[src/rtl/aux_edid_pkg.sv]
package aux_edid_pkg;

    localparam int WORD_W      = 32;
    localparam int OFF_W       = 8;
    localparam int SLOT_W      = 3;
    localparam int LEN_W       = 5;
    localparam int LEN_LSB     = 20;
    localparam int BUSY_BIT    = 31;
    localparam int DONE_BIT    = 30;
    localparam logic [7:0] ACK_CODE    = 8'h00;
    localparam logic [7:0] OFF_CTL     = 8'h10;
    localparam logic [7:0] OFF_DATA0   = 8'h14;
    localparam logic [SLOT_W-1:0] SLOT_CTL  = '0;
    localparam logic [SLOT_W-1:0] SLOT_NONE = '1;

    typedef struct packed {
        logic [3:0]       opcode;
        logic [15:0]      i2c_addr;
        logic [LEN_W-1:0] msg_len;
    } aux_req_t;

    typedef enum logic [2:0] {
        ACT_IGNORE = 3'd0,
        ACT_STOP   = 3'd1,
        ACT_RESET  = 3'd2,
        ACT_SELECT = 3'd3,
        ACT_READ   = 3'd4,
        ACT_BADLEN = 3'd5
    } aux_act_t;

    function automatic logic [7:0] edid_byte(input int idx);
        int v;
        v = 37 * idx + 91;
        return v[7:0];
    endfunction

    function automatic logic [WORD_W-1:0] reply_ctl(input logic is_read);
        logic [WORD_W-1:0] w;
        w = '0;
        w[DONE_BIT] = 1'b1;
        w[LEN_LSB +: LEN_W] = is_read ? LEN_W'(2) : LEN_W'(1);
        return w;
    endfunction

endpackage

[src/rtl/aux_req_decode.sv]
module aux_req_decode
    import aux_edid_pkg::*;
#(
    parameter logic [15:0] EDID_ADDR = 16'h0050
) (
    input  logic [WORD_W-1:0] req_word,
    input  logic [LEN_W-1:0]  msg_len,
    output aux_req_t          req,
    output aux_act_t          act,
    output logic              is_read
);
    logic mot;
    logic unused_low;

    always_comb begin
        req.opcode   = req_word[31:28];
        req.i2c_addr = req_word[23:8];
        req.msg_len  = msg_len;
        unused_low   = ^{req_word[27:24], req_word[7:0]};
    end

    assign is_read = req.opcode[0];
    assign mot     = req.opcode[2];

    always_comb begin
        act = ACT_IGNORE;
        if (req.msg_len == LEN_W'(3)) begin
            if (!mot)
                act = ACT_STOP;
            else if (req.i2c_addr == 16'h0000)
                act = ACT_RESET;
            else if (req.i2c_addr == EDID_ADDR)
                act = ACT_SELECT;
            else
                act = ACT_IGNORE;
        end else if (is_read) begin
            act = (req.msg_len == LEN_W'(4)) ? ACT_READ : ACT_BADLEN;
        end
    end

endmodule

[src/rtl/aux_edid_session.sv]
module aux_edid_session
    import aux_edid_pkg::*;
#(
    parameter int EDID_BYTES = 128,
    parameter int PORT_W     = 3
) (
    input  logic              clk,
    input  logic              rst,
    input  logic              fire,
    input  aux_act_t          act,
    input  logic [PORT_W-1:0] port_idx,
    input  logic              sink_present,
    output logic              sel,
    output logic [PORT_W-1:0] port,
    output logic [7:0]        byte_out
);
    localparam int PTR_W = $clog2(EDID_BYTES + 1);

    logic [PTR_W-1:0] ptr;
    logic             avail;
    logic             can_read;
    logic [7:0]       table_q [EDID_BYTES];

    for (genvar i = 0; i < EDID_BYTES; i++) begin : g_table
        assign table_q[i] = edid_byte(i);
    end

    assign can_read = sel && avail && (ptr < PTR_W'(EDID_BYTES));
    assign byte_out = can_read ? table_q[ptr[PTR_W-2:0]] : 8'h00;

    always_ff @(posedge clk) begin
        if (rst) begin
            sel   <= 1'b0;
            avail <= 1'b0;
            port  <= '0;
            ptr   <= '0;
        end else if (fire) begin
            case (act)
                ACT_STOP, ACT_RESET: begin
                    sel   <= 1'b0;
                    avail <= 1'b0;
                    port  <= '0;
                    ptr   <= '0;
                end
                ACT_SELECT: begin
                    sel   <= 1'b1;
                    avail <= sink_present;
                    port  <= port_idx;
                end
                ACT_READ: begin
                    if (can_read)
                        ptr <= ptr + PTR_W'(1);
                end
                default: ;
            endcase
        end
    end

    a_r11_ptr_bound: assert property (@(posedge clk) disable iff (rst)
        ptr <= PTR_W'(EDID_BYTES));

    a_r6_stop_clears: assert property (@(posedge clk) disable iff (rst)
        (fire && act == ACT_STOP) |=> (!sel && ptr == '0));

    a_r8_ptr_only_on_fire: assert property (@(posedge clk) disable iff (rst)
        !fire |=> $stable(ptr));

    a_r10_no_advance: assert property (@(posedge clk) disable iff (rst)
        (fire && act == ACT_READ && !(sel && avail)) |=> $stable(ptr));

endmodule

[src/rtl/aux_reg_file.sv]
module aux_reg_file
    import aux_edid_pkg::*;
#(
    parameter int NUM_DATA = 5
) (
    input  logic              clk,
    input  logic              rst,
    input  logic              wr_en,
    input  logic [SLOT_W-1:0] wr_slot,
    input  logic [WORD_W-1:0] wr_data,
    input  logic              send_fire,
    input  logic [WORD_W-1:0] ctl_reply,
    input  logic              reply_we,
    input  logic [WORD_W-1:0] reply_word,
    input  logic [SLOT_W-1:0] rd_slot,
    output logic [WORD_W-1:0] rd_data,
    output logic [WORD_W-1:0] req_word
);
    logic [WORD_W-1:0] ctl_q;
    logic [WORD_W-1:0] data_q [NUM_DATA];

    always_ff @(posedge clk) begin
        if (rst)
            ctl_q <= '0;
        else if (send_fire)
            ctl_q <= ctl_reply;
    end

    for (genvar k = 0; k < NUM_DATA; k++) begin : g_data
        always_ff @(posedge clk) begin
            if (rst)
                data_q[k] <= '0;
            else if (k == 0 && reply_we)
                data_q[k] <= reply_word;
            else if (wr_en && wr_slot == SLOT_W'(k + 1))
                data_q[k] <= wr_data;
        end
    end

    assign req_word = data_q[0];

    always_comb begin
        rd_data = '0;
        if (rd_slot == SLOT_CTL)
            rd_data = ctl_q;
        for (int k = 0; k < NUM_DATA; k++)
            if (rd_slot == SLOT_W'(k + 1))
                rd_data = data_q[k];
    end

    a_r2_ctl_quiet: assert property (@(posedge clk) disable iff (rst)
        (wr_en && wr_slot == SLOT_CTL && !wr_data[BUSY_BIT]) |=> $stable(ctl_q));

    a_r3_done_posted: assert property (@(posedge clk) disable iff (rst)
        send_fire |=> (ctl_q[DONE_BIT] && !ctl_q[BUSY_BIT]));

    a_r9_req_kept: assert property (@(posedge clk) disable iff (rst)
        (send_fire && !reply_we) |=> $stable(data_q[0]));

endmodule

[src/rtl/aux_edid_responder.sv]
module aux_edid_responder
    import aux_edid_pkg::*;
#(
    parameter int          NUM_DATA   = 5,
    parameter int          EDID_BYTES = 128,
    parameter int          PORT_W     = 3,
    parameter logic [15:0] EDID_ADDR  = 16'h0050
) (
    input  logic              clk,
    input  logic              rst,
    input  logic              wr_en,
    input  logic [OFF_W-1:0]  wr_off,
    input  logic [WORD_W-1:0] wr_data,
    input  logic [OFF_W-1:0]  rd_off,
    output logic [WORD_W-1:0] rd_data,
    input  logic [PORT_W-1:0] port_idx,
    input  logic              sink_present,
    output logic              edid_sel,
    output logic [PORT_W-1:0] edid_port
);
    function automatic logic [SLOT_W-1:0] slot_of(input logic [OFF_W-1:0] off);
        logic [SLOT_W-1:0] s;
        s = SLOT_NONE;
        if (off == OFF_CTL)
            s = SLOT_CTL;
        for (int k = 0; k < NUM_DATA; k++)
            if (off == OFF_W'(OFF_DATA0 + 4 * k))
                s = SLOT_W'(k + 1);
        return s;
    endfunction

    logic [SLOT_W-1:0] wr_slot;
    logic [SLOT_W-1:0] rd_slot;
    logic              fire;
    logic [WORD_W-1:0] req_word;
    aux_req_t          req;
    aux_act_t          act;
    logic              is_read;
    logic [7:0]        byte_out;
    logic              reply_we;
    logic [WORD_W-1:0] reply_word;
    logic [WORD_W-1:0] ctl_reply;
    logic              unused_req;

    assign wr_slot = slot_of(wr_off);
    assign rd_slot = slot_of(rd_off);
    assign fire    = wr_en && (wr_slot == SLOT_CTL) && wr_data[BUSY_BIT];

    aux_req_decode #(.EDID_ADDR(EDID_ADDR)) u_dec (
        .req_word (req_word),
        .msg_len  (wr_data[LEN_LSB +: LEN_W]),
        .req      (req),
        .act      (act),
        .is_read  (is_read)
    );

    assign unused_req = ^req;

    aux_edid_session #(.EDID_BYTES(EDID_BYTES), .PORT_W(PORT_W)) u_sess (
        .clk          (clk),
        .rst          (rst),
        .fire         (fire),
        .act          (act),
        .port_idx     (port_idx),
        .sink_present (sink_present),
        .sel          (edid_sel),
        .port         (edid_port),
        .byte_out     (byte_out)
    );

    assign ctl_reply  = reply_ctl(is_read);
    assign reply_we   = fire && (act != ACT_BADLEN);
    assign reply_word = {ACK_CODE, (act == ACT_READ) ? byte_out : 8'h00, 16'h0000};

    aux_reg_file #(.NUM_DATA(NUM_DATA)) u_regs (
        .clk        (clk),
        .rst        (rst),
        .wr_en      (wr_en),
        .wr_slot    (wr_slot),
        .wr_data    (wr_data),
        .send_fire  (fire),
        .ctl_reply  (ctl_reply),
        .reply_we   (reply_we),
        .reply_word (reply_word),
        .rd_slot    (rd_slot),
        .rd_data    (rd_data),
        .req_word   (req_word)
    );

    a_r5_select_port: assert property (@(posedge clk) disable iff (rst)
        (fire && act == ACT_SELECT) |=> (edid_sel && edid_port == $past(port_idx)));

    a_r13_other_addr: assert property (@(posedge clk) disable iff (rst)
        (fire && act == ACT_IGNORE) |=> ($stable(edid_sel) && $stable(edid_port)));

endmodule

[config.mk]
export PLATFORM = sky130hd
export DESIGN_NAME = aux_edid_responder
export DESIGN_NICKNAME = d
export VERILOG_FILES = /design/src/rtl/aux_edid_pkg.sv /design/src/rtl/aux_req_decode.sv /design/src/rtl/aux_edid_session.sv /design/src/rtl/aux_reg_file.sv /design/src/rtl/aux_edid_responder.sv
export SDC_FILE = /design/constraint.sdc
export NUM_CORES = 1
export LEC_CHECK = 0
export CORE_ASPECT_RATIO = 1.4
export CORE_UTILIZATION = 40
export CTS_CLUSTER_DIAMETER = 60
export CTS_CLUSTER_SIZE = 8
export DETAILED_ROUTE_END_ITERATION = 8
export DONT_BUFFER_PORTS = 1
export GPL_TIMING_DRIVEN = 0
export PLACE_DENSITY_LB_ADDON = 0.12
export SYNTH_ARGS = -nofsm -noshare
export SYNTH_HDL_FRONTEND = slang
export SYNTH_SLANG_ARGS = --single-unit
[constraint.sdc]
create_clock -name clk -period 6.35 [get_ports clk]
set_clock_uncertainty 0.15 [all_clocks]
set_input_delay 0.635 -clock clk [delete_from_list [all_inputs] [get_ports clk]]
set_output_delay 0.635 -clock clk [all_outputs]
set_load 0.01 [all_outputs]
# [Word-level counts from Yosys, hierarchy flattened]
# Memory sizes are Yosys's and may differ from the RTL's.
# Cells that the tools add are included.
# Widths: inputs -> output; s select.
[word_totals] register_bits=19 ramBits=160 romBits=1024 in_bits=55 output_inout_bits=36 wordCells=127 memories=2
[classes] addsub=1 magnitude_cmp=2 eq_ne=31 mux=61 bitwise=7 n_reduce_logical=18
[mem_list] memory="(no name shown)" depth=128 word_bits=8 read_ports=1 rd_clocked_by_memory_dff=0 wr=0 line="aux_edid_session.sv:29" text="assign byte_out = can_read ? table_q[ptr[PTR_W-2:0]] : 8'h00;"
[mem_list] memory="u_regs.data_q" depth=5 word_bits=32 read_ports=5 rd_clocked_by_memory_dff=0 wr=5 line="aux_reg_file.sv:20" text="logic [WORD_W-1:0] data_q [NUM_DATA];"
[op_table] cell="$mux 32" count=11
[op_table] cell="$eq 8x5->1 const B" count=8
[op_table] cell="$mux 3" count=16
[op_table] cell="$mux 8" count=5
[op_table] cell="$eq 8x6->1 const B" count=4
[op_table] cell="$mux 31" count=1
[op_table] cell="$mux 1" count=22
[op_table] cell="$eq 3x2->1 const B" count=6
[op_table] cell="$eq 16x7->1 const B" count=1
[op_table] cell="$logic_not 16->1" count=1
[op_table] cell="$pmux 8 s2" count=1
[op_table] cell="$eq 3x3->1 const B" count=5
[op_table] cell="$logic_and 1x1->1" count=10
[op_table] cell="$eq 3x1->1 const B" count=3
[op_table] cell="$add 8x1->8 const B" count=1
[op_table] cell="$ge 8x8->1 const B" count=1
[op_table] cell="$lt 8x8->1 const B" count=1
[op_table] cell="$not 7->8" count=1
[op_table] cell="$logic_not 3->1" count=2
[op_table] cell="$or 1x1->1" count=6
[op_table] cell="$pmux 3 s2" count=1
[op_table] cell="$eq 5x2->1 const B" count=1
[op_table] cell="$eq 5x3->1 const B" count=1
[op_table] cell="$mux 2" count=2
[op_table] cell="7 further kinds" count=9

# [Depth between registers and ports, before layout]
[depth] depth_word=16 ltp_mapped=9 depth_no_buf=8

# [Hierarchy]
# Synthesis repeated with hierarchy kept, for this count alone.
[hier_totals] cells_unflattened=933 area_unflattened_um2=10777.8
[modules_own_cells] module="aux_reg_file" n_inst=1 cells_each=659 area_each_um2=8767.2 seq_area_each_um2=5445.2
[modules_own_cells] module="aux_edid_session" n_inst=1 cells_each=200 area_each_um2=1493.9 seq_area_each_um2=260.2
[modules_own_cells] module="aux_req_decode" n_inst=1 cells_each=43 area_each_um2=307.8 seq_area_each_um2=0.0
[modules_own_cells] module="aux_edid_responder" n_inst=1 cells_each=31 area_each_um2=209.0 seq_area_each_um2=0.0

# [Worst setup path before layout]
# Ideal clock, no wire load.
[synth_path] path_type="input to register" from="input wr_data[24]" to="memory u_regs.data_q[0][0] (enable)" setup_ns=0.428 t_arrival_ns=2.728 required_time_ns=5.772 setup_slack_ns=3.044 path_stages=4 n_path_buf=0 cell_sequence="or2_2 o21ai_0 a21oi_1 o21bai_1"
[synth_rtl] item="start, declared" line="aux_edid_responder.sv:13" text="input logic [WORD_W-1:0] wr_data,"
[synth_rtl] item="end, declared" line="aux_reg_file.sv:20"

# [Worst setup path in the final report]
[layout_path] from="input rd_off[3]" to="output rd_data[27]"
[layout_via] elab_chain_len=13 elab_cells_between_ends=22 cone_classes="11 x eq/ne; 11 x mux"
[layout_rtl] item="start, declared" line="aux_edid_responder.sv:14" text="input logic [OFF_W-1:0] rd_off,"
[layout_rtl] item="$eq 8x5->1" line="aux_edid_responder.sv:24" text="if (off == OFF_CTL)"
[layout_rtl] item="$mux 3" line="aux_edid_responder.sv:24"
[layout_rtl] item="$mux 3 (4 in a row)" line="aux_edid_responder.sv:27" text="if (off == OFF_W'(OFF_DATA0 + 4 * k))"
[layout_rtl] item="$mux 3 *" line="aux_edid_responder.sv:27"
[layout_rtl] item="$eq 3x1->1" line="aux_reg_file.sv:47" text="if (rd_slot == SLOT_W'(k + 1))"
[layout_rtl] item="$mux 32 (4 in a row)" line="aux_reg_file.sv:47"
[layout_rtl] item="$mux 32 *" line="aux_reg_file.sv:47"
[layout_rtl] item="end, declared" line="aux_edid_responder.sv:15" text="output logic [WORD_W-1:0] rd_data,"
# Mark *: on every way between the ends. The rest lies on a longest branch, timed or not.

==> key figures <==
Status
  – Status: finished, final reports clean

Yosys
  – Yosys warning total: 0
  – Syn Std Cell Area: around 9000 µm²
  – FFs w/ async S/R, synth: 0%
  – Post-Syn Nets: around 870
  – Top FF cell, synth: edfxtp_1
  – Cells after Synth: ~800
  – Synthesized flop and latch total: 176
  – Cell variety after synth: 65
  – Number of synthesized flops with an enable pin: between 150 and 200
  – Register area share after synthesis: 56.83%
  – Avg Cell Area, Syn: 11.23 µm²

Worst setup path
  – CP Max Fanout: 10
  – WP data arrival: about 2.9 ns
  – Crit path launch type: input port
  – WP data required: 5.56 ns
  – Critical Path End Type: output port
  – Crit path kind: input port to output port

Place
  – Final HPWL DP: roughly 20000 µm
  – Placed Area: 9560 µm²
  – DP Worst Slack: approximately 2.6 ns
  – Gpl congestion: 0.8858
  – Port Buffer Count: 0

Detailed routing
  – Initial DRC count: 386
  – Wire per inst: 24.97 µm
  – Residual DRC count: 0
  – TritonRoute pass-1 iters: 5
  – Vias/cell: 5.734
  – Final WL: ~28000 µm
  – Vias: around 6500
  – Routed Antenna Nets: 0

Timing
  – Tmin final: between 3 and 4 ns
  – Worst slew pin tran: between 0.7 and 0.8 ns
  – Max-slew violations: 0
  – Slew HR: 46.39%
  – Fin worst setup slack: between 2 and 3 ns
  – Fmax: 272.5 MHz
  – Setup TNS: 0 ns
  – Final hold vios: 0
  – Tcrit/Tclk final: between 50% and 60%
  – RSZ-0062 raised after global routing: no
  – Setup-failing EPs final: 0

Die
  – Ports: 91
  – Core area: 22020 µm²
  – FP Rows: 64
  – Die W: ~130 µm
  – Die ar.: about 23000 µm²
  – Initial core utilization: 40.95%
  – Die height: between 150 and 200 µm

Final layout
  – Final net count: 892
  – Multi-input gate area: 3672 µm²
  – Filler instances: 2070
  – Fraction of layout cells with a size suffix above 1: 8.690%
  – Design area: 10150 µm²
  – Number of antenna diodes: 0
  – Syn-to-layout area delta: 12.58%
  – Seq. cell area: between 5000 and 6000 µm²

Power
  – Pwr/cell area: 249.4 nW/µm²
  – Tot Pwr: around 2500 µW
  – Peak supply drop: around 0.00019 V
  – Pleak: 0.003512 µW

Clocking
  – Clock Tree Buf Depth: 2
  – CTS H-tree lvls: 4
  – Skew-Pair Late Insertion Delay: 0.45 ns
  – Num CTS Buffers: 17
  – Clock slew at reported path FFs: about 0.07 ns
  – Post-CTS Hold Fix Bufs: 0
  – Clock sink count: 176
  – Post-CTS sizing: 0
  – TritonCTS clock tree: built
  – CTS Root Cell: clkbuf_16
  – Setup bufs post-CTS: 0

Global route
  – Global-route wire length before repair: 41860 µm
  – GRT Total Usage: roughly a quarter
  – Largest net degree at the start of global routing: 25
  – Vias in the first global route: 6706
  – Initial antenna violation count: 0
  – Gr ovfl total: 0

Job
  – Max-cap violation count: 0

Min path
  – Hold Path Class: input port to flip-flop
[cells in the mapped netlist, types with 4 or more instances]
| master | n | area share (%) |
|---|---|---|
| edfxtp_1 | 160 | 53 |
| and2_1 | 148 | 10 |
| nor2_1 | 81 | 3.4 |
| nand2_1 | 47 | 2.0 |
| o21ai_0 | 41 | 2.3 |
| clkbuf_1 | 38 | 1.6 |
| a21oi_1 | 26 | 1.4 |
| a2bb2oi_1 | 25 | 2.4 |
| o22a_1 | 19 | 1.8 |
| dfxtp_1 | 16 | 3.6 |
| mux2i_1 | 16 | 1.8 |
| nor3_1 | 14 | 0.78 |
| inv_1 | 13 | 0.54 |
| ha_1 | 10 | 1.4 |
| a31oi_1 | 8 | 0.56 |
| buf_2 | 8 | 0.44 |
| nor2b_1 | 8 | 0.56 |
| nand2b_1 | 7 | 0.49 |
| o22ai_1 | 7 | 0.49 |
| a22o_1 | 6 | 0.58 |
| nand3_1 | 6 | 0.33 |
| or2_2 | 6 | 0.42 |
| a211o_1 | 5 | 0.49 |
| buf_1 | 5 | 0.21 |
| nor4_1 | 5 | 0.35 |
| o21bai_1 | 5 | 0.42 |
| xnor2_1 | 5 | 0.49 |
| a21o_1 | 4 | 0.33 |
[where the power goes]
group	switching [µW]	internal, µW	total [µW]	leakage [µW]
Sequential	20.2	1310	1330	0.00165
Combinational	80.7	42.0	123	0.00158
Clock	458	618	1080	0.000286
[flip-flops by register name, summed over array words and instances (netlist names)]
signal / count
u_sess.port: 3
u_sess.ptr: 8
u_sess.avail: 1
u_regs.ctl_q: 3
u_regs.data_q: 160
u_sess.sel: 1
[cells by family after synthesis]
logic type | count (synthesis) | synth area share [%]
compound gates | 173 | 13.35
xor+xnor | 7 | 0.6799
mux | 20 | 2.650
buf+inv | 67 | 3.067
flops | 176 | 56.83
fa+ha+maj | 10 | 1.388
simple gates | 350 | 22.03
[cells in the final DEF (no fill, tap or decap), types with 4 or more instances in the layout]
master and n:
o22a_1 19, dfxtp_1 16, a2bb2oi_1 25, clkbuf_16 17
o21bai_4 5, a22o_1 6, mux2i_1 16, nand3_1 6
inv_6 4, nand2_1 47, a21o_1 4, buf_2 8
a21oi_1 26, inv_1 13, edfxtp_1 160, nor2_1 81
ha_1 10, o22ai_1 7, nor2b_1 8, clkbuf_1 39
o21ai_0 41, or2_2 6, nand2b_1 7, nor3_1 14
xnor2_1 5, and2_1 148, a211o_1 5, nor4_1 5
buf_1 5, a31oi_1 8
[worst max-delay path: stages]
cell and delay [ns]:
clkbuf_1 0.43, inv_1 0.14, nor3_2 0.41, clkbuf_1 0.61
o21ai_0 0.24, a2bb2oi_1 0.20, o22a_1 0.21
[stage by stage]
stage                     instances  util, %  hold WS [ns]
after floorplan                 803        -        0.2780
after global placement         1100    42.64        0.3044
after CTS                      1137    46.10        0.1553
after global routing           1137    46.10        0.1579
final                          1137    46.10        0.1664
after detailed placement       1105    43.41        0.3061
[metal layers]
layer  vias up  part of all wire [%]  routed length (µm)  global-route usage [%]
li1       2964                     -                   -                       -
met1      3295                    38               10680                   27.95
met2       205                    53               15050                   45.51
met3        56                   6.0                1710                   5.893
met4         0                   3.4                 953                   11.39
met5         -                     0                   0                       0
[worst paths after layout]
check                      from  slack (ns)                   end  depth (start not counted)
hold reg to reg   u_sess.ptr[7]        0.32         u_sess.ptr[7]                          2
setup / recovery      rd_off[3]        2.68           rd_data[27]                          7
hold / removal      port_idx[1]        0.17        u_sess.port[1]                          1
setup reg to reg  u_sess.ptr[0]        2.85  u_regs.data_q[0][22]                          9
[cell type report]
| cell class | count | share of cell area [%] |
|---|---|---|
| inverters | 14 | 0.5176 |
| plain buffers | 53 | 2.206 |
| clock inverters | 14 | 1.602 |
| repair buffers | 5 | 1.134 |
| multi-input cells | 560 | 36.17 |
| flip-flops and latches | 176 | 50.48 |
| well taps | 297 | 3.660 |
| clock buffers | 18 | 4.227 |
Power figures use the tool's default switching activity.
